`src/rtl/cfe_pkg.sv`:
```
package cfe_pkg;

  typedef enum logic [1:0] {
    CMD_READ  = 2'd0,
    CMD_WRITE = 2'd1,
    CMD_WRINV = 2'd2,
    CMD_WBACK = 2'd3
  } cmd_e;

  localparam int NCLS = 3;

  // strobes from control to the tag datapath
  typedef struct packed {
    logic touch;      // hit: refresh LRU of the hit way
    logic install;    // direct install into the victim way
    logic markDirty;  // set dirty on the updated way
  } tagStrobe_t;

  function automatic logic [1:0] cmdClass(cmd_e c);
    case (c)
      CMD_READ:  return 2'd0;
      CMD_WBACK: return 2'd2;
      default:   return 2'd1;
    endcase
  endfunction

endpackage

```
`src/rtl/cfe_tags.sv`:
```
module cfe_tags
  import cfe_pkg::*;
#(
  parameter int ADDR_W     = 32,
  parameter int LINE_BYTES = 64,
  parameter int SETS       = 16,
  parameter int WAYS       = 4
) (
  input  logic                              clk,
  input  logic                              rstN,
  input  logic [ADDR_W-$clog2(LINE_BYTES)-1:0] lookupLine,
  input  tagStrobe_t                        strobe,
  output logic                              tagHit,
  output logic                              hitWritable,
  output logic                              victimDirty,
  output logic [ADDR_W-1:0]                 victimLine
);
  localparam int OFF_W = $clog2(LINE_BYTES);
  localparam int IDX_W = $clog2(SETS);
  localparam int TAG_W = ADDR_W - OFF_W - IDX_W;
  localparam int WAY_W = $clog2(WAYS);

  logic             vld [SETS][WAYS];
  logic             wrt [SETS][WAYS];
  logic             drt [SETS][WAYS];
  logic [TAG_W-1:0] tagMem [SETS][WAYS];
  logic [WAY_W-1:0] age [SETS][WAYS];

  logic [IDX_W-1:0] setIdx;
  logic [TAG_W-1:0] tagIn;
  logic [WAYS-1:0]  wayHit, wayFree, wayOld;
  logic [WAY_W-1:0] hitWay, victimWay, updWay, useAge;
  logic             freeFound;

  assign setIdx = lookupLine[IDX_W-1:0];
  assign tagIn  = lookupLine[IDX_W +: TAG_W];

  for (genvar w = 0; w < WAYS; w++) begin : g_way
    assign wayHit[w]  = vld[setIdx][w] && (tagMem[setIdx][w] == tagIn);
    assign wayFree[w] = !vld[setIdx][w];
    assign wayOld[w]  = (age[setIdx][w] == WAY_W'(WAYS-1));
  end

  always_comb begin
    hitWay    = '0;
    victimWay = '0;
    freeFound = 1'b0;
    for (int w = 0; w < WAYS; w++) begin
      if (wayHit[w]) hitWay = WAY_W'(w);
    end
    for (int w = 0; w < WAYS; w++) begin
      if (!freeFound && wayFree[w]) begin
        victimWay = WAY_W'(w);
        freeFound = 1'b1;
      end
    end
    if (!freeFound) begin
      for (int w = 0; w < WAYS; w++) begin
        if (wayOld[w]) victimWay = WAY_W'(w);
      end
    end
  end

  assign tagHit      = |wayHit;
  assign hitWritable = wrt[setIdx][hitWay];
  assign victimDirty = vld[setIdx][victimWay] && drt[setIdx][victimWay];
  assign victimLine  = {tagMem[setIdx][victimWay], setIdx, {OFF_W{1'b0}}};

  assign updWay = strobe.install ? victimWay : hitWay;
  assign useAge = age[setIdx][updWay];

  always_ff @(posedge clk) begin
    if (!rstN) begin
      for (int s = 0; s < SETS; s++) begin
        for (int w = 0; w < WAYS; w++) begin
          vld[s][w]    <= 1'b0;
          wrt[s][w]    <= 1'b0;
          drt[s][w]    <= 1'b0;
          tagMem[s][w] <= '0;
          age[s][w]    <= WAY_W'(w);
        end
      end
    end else begin
      if (strobe.install) begin
        vld[setIdx][updWay]    <= 1'b1;
        wrt[setIdx][updWay]    <= 1'b1;
        drt[setIdx][updWay]    <= strobe.markDirty;
        tagMem[setIdx][updWay] <= tagIn;
      end else if (strobe.markDirty) begin
        drt[setIdx][updWay] <= 1'b1;
      end
      if (strobe.touch || strobe.install) begin
        for (int w = 0; w < WAYS; w++) begin
          if (WAY_W'(w) == updWay)         age[setIdx][w] <= '0;
          else if (age[setIdx][w] < useAge) age[setIdx][w] <= age[setIdx][w] + 1'b1;
        end
      end
    end
  end

  // control never asks for both a refresh and an install at once
  p_strobe_excl_r5: assert property (@(posedge clk) disable iff (!rstN)
    $onehot0({strobe.touch, strobe.install}));

  // a direct install is only requested when the lookup missed
  p_install_on_miss_r3: assert property (@(posedge clk) disable iff (!rstN)
    strobe.install |-> !tagHit);

  // a refresh is only requested for a line that is present
  p_touch_on_hit_r4: assert property (@(posedge clk) disable iff (!rstN)
    strobe.touch |-> tagHit);

endmodule

```
`src/rtl/cfe_ctrl.sv`:
```
module cfe_ctrl
  import cfe_pkg::*;
#(
  parameter int ADDR_W     = 32,
  parameter int LINE_BYTES = 64,
  parameter int HIT_LAT    = 3,
  parameter int CNT_W      = 16,
  parameter int MISS_LIMIT = 0
) (
  input  logic                          clk,
  input  logic                          rstN,
  input  logic                          reqValid,
  input  cmd_e                          reqCmd,
  input  logic                          reqUncache,
  input  logic                          reqLock,
  input  logic                          reqNeedsResp,
  input  logic [ADDR_W-1:0]             reqAddr,
  input  logic [$clog2(LINE_BYTES):0]   reqSize,
  input  logic                          fastWriteEn,
  input  logic                          mshrMatch,
  input  logic                          tagHit,
  input  logic                          hitWritable,
  input  logic                          victimDirty,
  input  logic [ADDR_W-1:0]             victimLine,
  output tagStrobe_t                    strobe,
  output logic [ADDR_W-1:0]             lineAddr,
  output logic                          wbValid,
  output logic [ADDR_W-1:0]             wbAddr,
  output logic                          outValid,
  output logic                          outHit,
  output logic                          outSatisfied,
  output logic                          missValid,
  output logic                          missUncache,
  output logic [1:0]                    missCmd,
  output logic [ADDR_W-1:0]             missAddr,
  output logic [$clog2(LINE_BYTES):0]   missSize,
  output logic                          respValid,
  output logic                          scSet,
  output logic [NCLS*CNT_W-1:0]         hitCount,
  output logic [NCLS*CNT_W-1:0]         missCount,
  output logic                          limitReached
);
  localparam int OFF_W  = $clog2(LINE_BYTES);
  localparam int SIZE_W = OFF_W + 1;
  localparam int LIM_W  = (MISS_LIMIT > 0) ? $clog2(MISS_LIMIT + 1) : 1;

  logic isWrCls, cacheable, hitNow, fullLine, fastNow, served;

  assign lineAddr  = {reqAddr[ADDR_W-1:OFF_W], {OFF_W{1'b0}}};
  assign isWrCls   = (reqCmd == CMD_WRITE) || (reqCmd == CMD_WRINV);
  assign cacheable = reqValid && !reqUncache;
  assign hitNow    = cacheable && tagHit && (!isWrCls || hitWritable);
  assign fullLine  = reqSize >= SIZE_W'(LINE_BYTES);
  assign fastNow   = cacheable && !tagHit && fastWriteEn && isWrCls && fullLine &&
                     ((reqCmd == CMD_WRINV) || !mshrMatch);
  assign served    = hitNow || fastNow;

  always_comb begin
    strobe.touch     = hitNow;
    strobe.install   = fastNow;
    strobe.markDirty = fastNow || (hitNow && reqCmd != CMD_READ);
  end

  // stage 1: victim push, conditional result, captured outcome
  logic              s1Valid, s1Served, s1Unc, s1Sat;
  logic [1:0]        s1Cls, s1Cmd;
  logic [ADDR_W-1:0] s1Addr;
  logic [SIZE_W-1:0] s1Size;

  always_ff @(posedge clk) begin
    if (!rstN) begin
      s1Valid <= 1'b0; s1Served <= 1'b0; s1Unc <= 1'b0; s1Sat <= 1'b0;
      s1Cls   <= '0;   s1Cmd    <= '0;   s1Addr <= '0;  s1Size <= '0;
      wbValid <= 1'b0; wbAddr   <= '0;   scSet  <= 1'b0;
    end else begin
      s1Valid  <= reqValid;
      s1Served <= served;
      s1Unc    <= reqUncache;
      s1Sat    <= reqCmd == CMD_WBACK;
      s1Cls    <= cmdClass(reqCmd);
      s1Cmd    <= reqCmd;
      s1Addr   <= reqUncache ? reqAddr : lineAddr;
      s1Size   <= reqUncache ? reqSize : SIZE_W'(LINE_BYTES);
      wbValid  <= fastNow && victimDirty;
      wbAddr   <= victimLine;
      scSet    <= reqValid && reqLock && isWrCls;
    end
  end

  // stage 2: outcome and miss hand-off
  always_ff @(posedge clk) begin
    if (!rstN) begin
      outValid <= 1'b0; outHit <= 1'b0; outSatisfied <= 1'b0;
      missValid <= 1'b0; missUncache <= 1'b0; missCmd <= '0;
      missAddr <= '0; missSize <= '0;
    end else begin
      outValid     <= s1Valid;
      outHit       <= s1Valid && s1Served;
      outSatisfied <= s1Valid && s1Served && s1Sat;
      missValid    <= s1Valid && !s1Served;
      missUncache  <= s1Unc;
      missCmd      <= s1Cmd;
      missAddr     <= s1Addr;
      missSize     <= s1Size;
    end
  end

  // per-class counters
  for (genvar c = 0; c < NCLS; c++) begin : g_cnt
    logic [CNT_W-1:0] hc, mc;
    always_ff @(posedge clk) begin
      if (!rstN) begin
        hc <= '0;
        mc <= '0;
      end else if (s1Valid && s1Cls == 2'(c)) begin
        if (s1Served)    hc <= hc + 1'b1;
        else if (!s1Unc) mc <= mc + 1'b1;
      end
    end
    assign hitCount[c*CNT_W +: CNT_W]  = hc;
    assign missCount[c*CNT_W +: CNT_W] = mc;
  end

  // optional miss limit
  if (MISS_LIMIT > 0) begin : g_lim
    logic [LIM_W-1:0] left;
    logic             reached;
    always_ff @(posedge clk) begin
      if (!rstN) begin
        left    <= LIM_W'(MISS_LIMIT);
        reached <= 1'b0;
      end else if (s1Valid && !s1Served && !s1Unc && left != '0) begin
        left <= left - 1'b1;
        if (left == LIM_W'(1)) reached <= 1'b1;
      end
    end
    assign limitReached = reached;
  end else begin : g_nolim
    assign limitReached = 1'b0;
  end

  // hit response delay line
  logic [HIT_LAT-1:0] respPipe;
  always_ff @(posedge clk) begin
    if (!rstN) respPipe <= '0;
    else       respPipe <= {respPipe[HIT_LAT-2:0], reqValid && served && reqNeedsResp};
  end
  assign respValid = respPipe[HIT_LAT-1];

  // a victim push is followed by the hit outcome of its request
  p_wb_then_hit_r5: assert property (@(posedge clk) disable iff (!rstN)
    wbValid |=> (outValid && outHit));

  // a miss hand-off always accompanies a non-hit outcome
  p_miss_not_hit_r9: assert property (@(posedge clk) disable iff (!rstN)
    missValid |-> (outValid && !outHit));

  // cacheable misses are line aligned
  p_miss_aligned_r9: assert property (@(posedge clk) disable iff (!rstN)
    (missValid && !missUncache) |-> (missAddr[OFF_W-1:0] == '0));

  // satisfied only comes with a hit outcome
  p_sat_hit_r7: assert property (@(posedge clk) disable iff (!rstN)
    outSatisfied |-> outHit);

  // limit flag never drops
  p_limit_sticky_r11: assert property (@(posedge clk) disable iff (!rstN)
    limitReached |=> limitReached);

  // conditional result only for accepted write-class requests
  p_sc_write_r8: assert property (@(posedge clk) disable iff (!rstN)
    scSet |-> s1Valid);

endmodule

```
`src/rtl/cfe_top.sv`:
```
module cfe_top
  import cfe_pkg::*;
#(
  parameter int ADDR_W     = 32,
  parameter int LINE_BYTES = 64,
  parameter int SETS       = 16,
  parameter int WAYS       = 4,
  parameter int HIT_LAT    = 3,
  parameter int CNT_W      = 16,
  parameter int MISS_LIMIT = 0
) (
  input  logic                        clk,
  input  logic                        rstN,
  input  logic                        reqValid,
  input  logic [1:0]                  reqCmd,
  input  logic                        reqUncache,
  input  logic                        reqLock,
  input  logic                        reqNeedsResp,
  input  logic [ADDR_W-1:0]           reqAddr,
  input  logic [$clog2(LINE_BYTES):0] reqSize,
  input  logic                        fastWriteEn,
  output logic [ADDR_W-1:0]           mshrLookupAddr,
  input  logic                        mshrMatch,
  output logic                        wbValid,
  output logic [ADDR_W-1:0]           wbAddr,
  output logic                        outValid,
  output logic                        outHit,
  output logic                        outSatisfied,
  output logic                        missValid,
  output logic                        missUncache,
  output logic [1:0]                  missCmd,
  output logic [ADDR_W-1:0]           missAddr,
  output logic [$clog2(LINE_BYTES):0] missSize,
  output logic                        respValid,
  output logic                        scSet,
  output logic [3*CNT_W-1:0]          hitCount,
  output logic [3*CNT_W-1:0]          missCount,
  output logic                        limitReached
);
  localparam int OFF_W = $clog2(LINE_BYTES);

  tagStrobe_t        strobe;
  logic              tagHit, hitWritable, victimDirty;
  logic [ADDR_W-1:0] victimLine, lineAddr;

  assign mshrLookupAddr = lineAddr;

  cfe_ctrl #(
    .ADDR_W(ADDR_W), .LINE_BYTES(LINE_BYTES), .HIT_LAT(HIT_LAT),
    .CNT_W(CNT_W), .MISS_LIMIT(MISS_LIMIT)
  ) ctrl_i (
    .clk(clk), .rstN(rstN),
    .reqValid(reqValid), .reqCmd(cmd_e'(reqCmd)), .reqUncache(reqUncache),
    .reqLock(reqLock), .reqNeedsResp(reqNeedsResp), .reqAddr(reqAddr),
    .reqSize(reqSize), .fastWriteEn(fastWriteEn), .mshrMatch(mshrMatch),
    .tagHit(tagHit), .hitWritable(hitWritable), .victimDirty(victimDirty),
    .victimLine(victimLine), .strobe(strobe), .lineAddr(lineAddr),
    .wbValid(wbValid), .wbAddr(wbAddr), .outValid(outValid), .outHit(outHit),
    .outSatisfied(outSatisfied), .missValid(missValid), .missUncache(missUncache),
    .missCmd(missCmd), .missAddr(missAddr), .missSize(missSize),
    .respValid(respValid), .scSet(scSet), .hitCount(hitCount),
    .missCount(missCount), .limitReached(limitReached)
  );

  cfe_tags #(
    .ADDR_W(ADDR_W), .LINE_BYTES(LINE_BYTES), .SETS(SETS), .WAYS(WAYS)
  ) tags_i (
    .clk(clk), .rstN(rstN),
    .lookupLine(reqAddr[ADDR_W-1:OFF_W]), .strobe(strobe),
    .tagHit(tagHit), .hitWritable(hitWritable),
    .victimDirty(victimDirty), .victimLine(victimLine)
  );

endmodule

```
`config.mk`:
```
export PLATFORM = sky130hd
export DESIGN_NAME = cfe_top
export DESIGN_NICKNAME = d
export VERILOG_FILES = /design/src/rtl/cfe_pkg.sv /design/src/rtl/cfe_tags.sv /design/src/rtl/cfe_ctrl.sv /design/src/rtl/cfe_top.sv
export SDC_FILE = /design/constraint.sdc
export NUM_CORES = 2
export LEC_CHECK = 0
export ABC_AREA = 1
export BUFFER_PORTS_ARGS = -buffer_cell sky130_fd_sc_hd__buf_2
export CORE_ASPECT_RATIO = 1.1
export CORE_MARGIN = 5
export CORE_UTILIZATION = 50
export DETAILED_ROUTE_END_ITERATION = 16
export PLACE_DENSITY = 0.77
export REMOVE_ABC_BUFFERS = 1
export SLEW_MARGIN = 20
export SYNTH_ARGS = -nofsm -noshare
export SYNTH_HDL_FRONTEND = slang
export SYNTH_SLANG_ARGS = --single-unit
```
`constraint.sdc`:
```
create_clock -name clk -period 6.27 [get_ports clk]
set_clock_uncertainty 0.2 [all_clocks]
set_input_delay 0.3135 -clock clk [delete_from_list [all_inputs] [get_ports clk]]
set_output_delay 0.3135 -clock clk [all_outputs]
set_load 0.02 [all_outputs]
```
==> reports/metrics.csv <==
metric;value;unit
cts_sinks;1943;
startpoint_type;primary input;
start_util;50.3;%
cts_buffer_depth;3;
yosysWarningCount;0;
cts_setup_buffers;0;
worstPathBufferInverterCount;5;
yosys.area.top_type;edfxtp_1;
clk_latency;870;ps
first_pass_iters;7;
grt_pass1_wl;444000;um
fin_crit;5640;ps
synth_edf_count;1599;
cts_tree;yes;
ys_ff_latch;1943;
final_nets;10200;
worst-setup-path-type;in2reg;
synth_area_leaders;edfxtp_1, nand2_1, nor2_1, dfxtp_1, nand3_1;
fmax;0.177;GHz
vias;73800;
grt_pass1_vias;70200;
crit_path_frequent_cell;nand2_1;
grt_usage;32.0;%
cts_buffers;185;
r2r_slack;1410;ps
drc_errors;0;
die_w;410;um
post_cts_resize_count;0;
via_per_inst;5.86;
hpwlAfterDp;194000;um
synth_ff_type;edfxtp_1;
fill_cells;14800;
grt_overflow;0;
syn_area;88200;sq um
syn_to_final_growth;11.9;%
routabilityCongestion;1.03;
ant_nets;0;
yosysSeqAreaShare;62.3;%
maxCapViolations;0;
finalSetupViolations;0;
num_rows;161;
port_buffers;245;
cp-end-kind;flop;
hp-class;in2reg;
clkPwrFrac;39.6;%
critPathTopFamily;simple AND/OR/NAND/NOR gates;
htree_levels;4;
syn_area_per_cell;8.77;sq um
clk_pin_slew;60;ps
netlist_instances;10100;
worstPathArrival;5980;ps
cts_root_buffer;clkbuf_16;
drv_slew;0;
required;6610;ps
cp_slowest_stage_delay;750;ps
die-area;185000;sq um
power.leakage;42.5;nW
core;175000;sq um
p_per_area;285;nW/um^2
swShare;25.1;%
fin_crit_sh;89.9;%
drive_gt1_share;9.24;%
worst_slew_pin_slew;1090;ps
whs;50.1;ps
finalHoldViolCount;0;
combinationalPowerShare;9.0;%
crit_path_top_delay_cell;inv_4;
sequentialPowerShare;51.5;%
layout.cells.non_filler;12600;
outcome;complete, no violations;
rsz0062_at_grt;false;
ios;259;
dpl.cell_count;12200;
power.internal;0.0210;W
synthArstFlopShare;0;%
grt_start_max_net_pins;118;
slew_headroom;27.2;%
p_sw;0.00704;W
synth_top_area_share;54.5;%
path_max_fanout;53;
peakVddDrop;0.248;mV
wire_per_inst;24.2;um
routed_wl;304000;um
yosys.cell_types.count;49;
drt_first_iter_violations;11800;
dieHeight;450;um
antenna_found_initial;23;
## cell usage in the layout, fill, tap and decap left out, types with 7 or more instances in the layout
cell type,netlist,routed
nand2_1,3970,3970
nor2_1,1862,1856
edfxtp_1,1599,1599
dfxtp_1,344,344
inv_1,356,334
nand3_1,319,319
o21ai_0,304,304
buf_4,63,298
buf_2,263,242
clkbuf_16,0,191
a21oi_1,168,167
a22oi_1,71,71
o21ai_1,58,58
dlygate4sd3_1,0,58
clkinv_2,0,57
o22ai_1,52,52
clkbuf_1,371,43
nand4_1,42,42
buf_12,0,42
nor3_1,40,40
clkinv_1,2,23
nand2_2,21,21
clkbuf_8,0,21
diode_2,0,20
ha_1,13,13
conb_1,1,13
inv_2,14,11
nand2_4,10,10
o21a_1,8,8
nor2_2,4,7
bufinv_16,0,7
## synth_stat cells, types with 2 or more instances
cell         n
o21ai_1     58
buf_6       11
a221oi_1     3
buf_1       45
ha_1        13
o21ai_0    304
nand2_2     21
buf_4       63
nor2_2       4
o221ai_1     6
o22ai_1     52
nor2_4       2
nand3_1    319
inv_2       14
clkbuf_1   371
o21a_1       8
a31oi_1      2
nor4_1       4
inv_1      356
clkinv_1     2
and3_1       2
nor2_1    1862
nand2_1   3970
nor3b_1      3
inv_4        2
o211ai_1     5
nand4_1     42
edfxtp_1  1599
nor3_4       4
buf_2      263
a22oi_1     71
a21oi_1    168
nor3_1      40
nand2_4     10
dfxtp_1    344
## worst min-delay path: cells and delay by family
kind / cells / cell delay [ps]
and+or+nand+nor: 1 / 40
buffers and inverters: 3 / 700
## area by class of cell
class	count	area, sq um	area share, %
repair buffers	644	4920	4.99
clock inverters	82	726	0.736
multi-input cells	6998	28400	28.8
diodes	20	50.0	0.0508
clock buffers	256	5230	5.30
inverters	375	1480	1.50
flip-flops and latches	1943	54900	55.7
well taps	2282	2860	2.90
## cell families after synthesis
logic type / share of synthesized area [%]
AOI/OAI and AO/OA: 4.30
xor gates and xnor gates: 0.00994
adders and majority gates: 0.185
buffers and inverters: 5.55
DFF: 62.3
other: 0.00425
and+or+nand+nor: 27.7
## worst paths after layout
check	from	end	cells past startpoint
setup reg to reg	tags_i.tagMem[3][0]	tags_i.age[5][6]	23
setup / recovery	reqAddr[8]	tags_i.age[5][6]	28
hold / removal	reqSize[0]	ctrl_i.s1Size[0]	4
hold reg to reg	ctrl_i.s1Addr[0]	ctrl_i.missAddr[0]	2
## what timing repair did
action,CTS,global route
endpoints found under the setup margin,0,0
hold buffers,58,0
endpoints found under the hold margin,185,0
## power by group through the flow
stage / combinational, W / clock [W] / sequential [W]
final: 0.00252 / 0.0111 / 0.0145
after CTS: 0.00242 / 0.0111 / 0.0144
after global placement: 0.00236 / 0 / 0.0147
after floorplan: 0.00115 / 0 / 0.0147
after global routing: 0.00263 / 0.0117 / 0.0145
after detailed placement: 0.00238 / 0 / 0.0147
## per-stage QoR
step / cell area, sq um / worst slack, ps / TNS (ps) / total power [W] / util (%)
floorplan: 84700 / -2660 / -5640840 / 0.0159 / -
global placement: 92000 / 490 / 0 / 0.0171 / 52.5
detailed placement: 92000 / 553 / 0 / 0.0171 / 52.5
CTS: 98500 / 949 / 0 / 0.0280 / 56.2
global route: 98600 / 501 / 0 / 0.0288 / 56.2
finish: 98600 / 630 / 0 / 0.0281 / 56.3
## state kept, by name (all words and copies together), names as in the netlist, 2 cells and up
signal and flops:
tags_i.tagMem 1408, tags_i.age 128, tags_i.drt 64, tags_i.vld 64
tags_i.wrt 64, ctrl_i.g_cnt.hc 48, ctrl_i.g_cnt.mc 48, ctrl_i.missAddr 32
ctrl_i.s1Addr 32, ctrl_i.wbAddr 22, ctrl_i.missSize 7, ctrl_i.s1Size 7
ctrl_i.respPipe 3, ctrl_i.missCmd 2, ctrl_i.s1Cls 2, ctrl_i.s1Cmd 2
## routing by layer
layer | GRT usage [%] | vias to the layer above | routed length (um)
met1 | 39.7 | 34700 | 103000
met3 | 8.72 | 1103 | 41100
met2 | 49.6 | 5515 | 138000
met5 | 0.418 | - | 90
li1 | - | 32500 | -
met4 | 20.6 | 8 | 22400
Note: power is estimated with default switching activity, not from simulation.
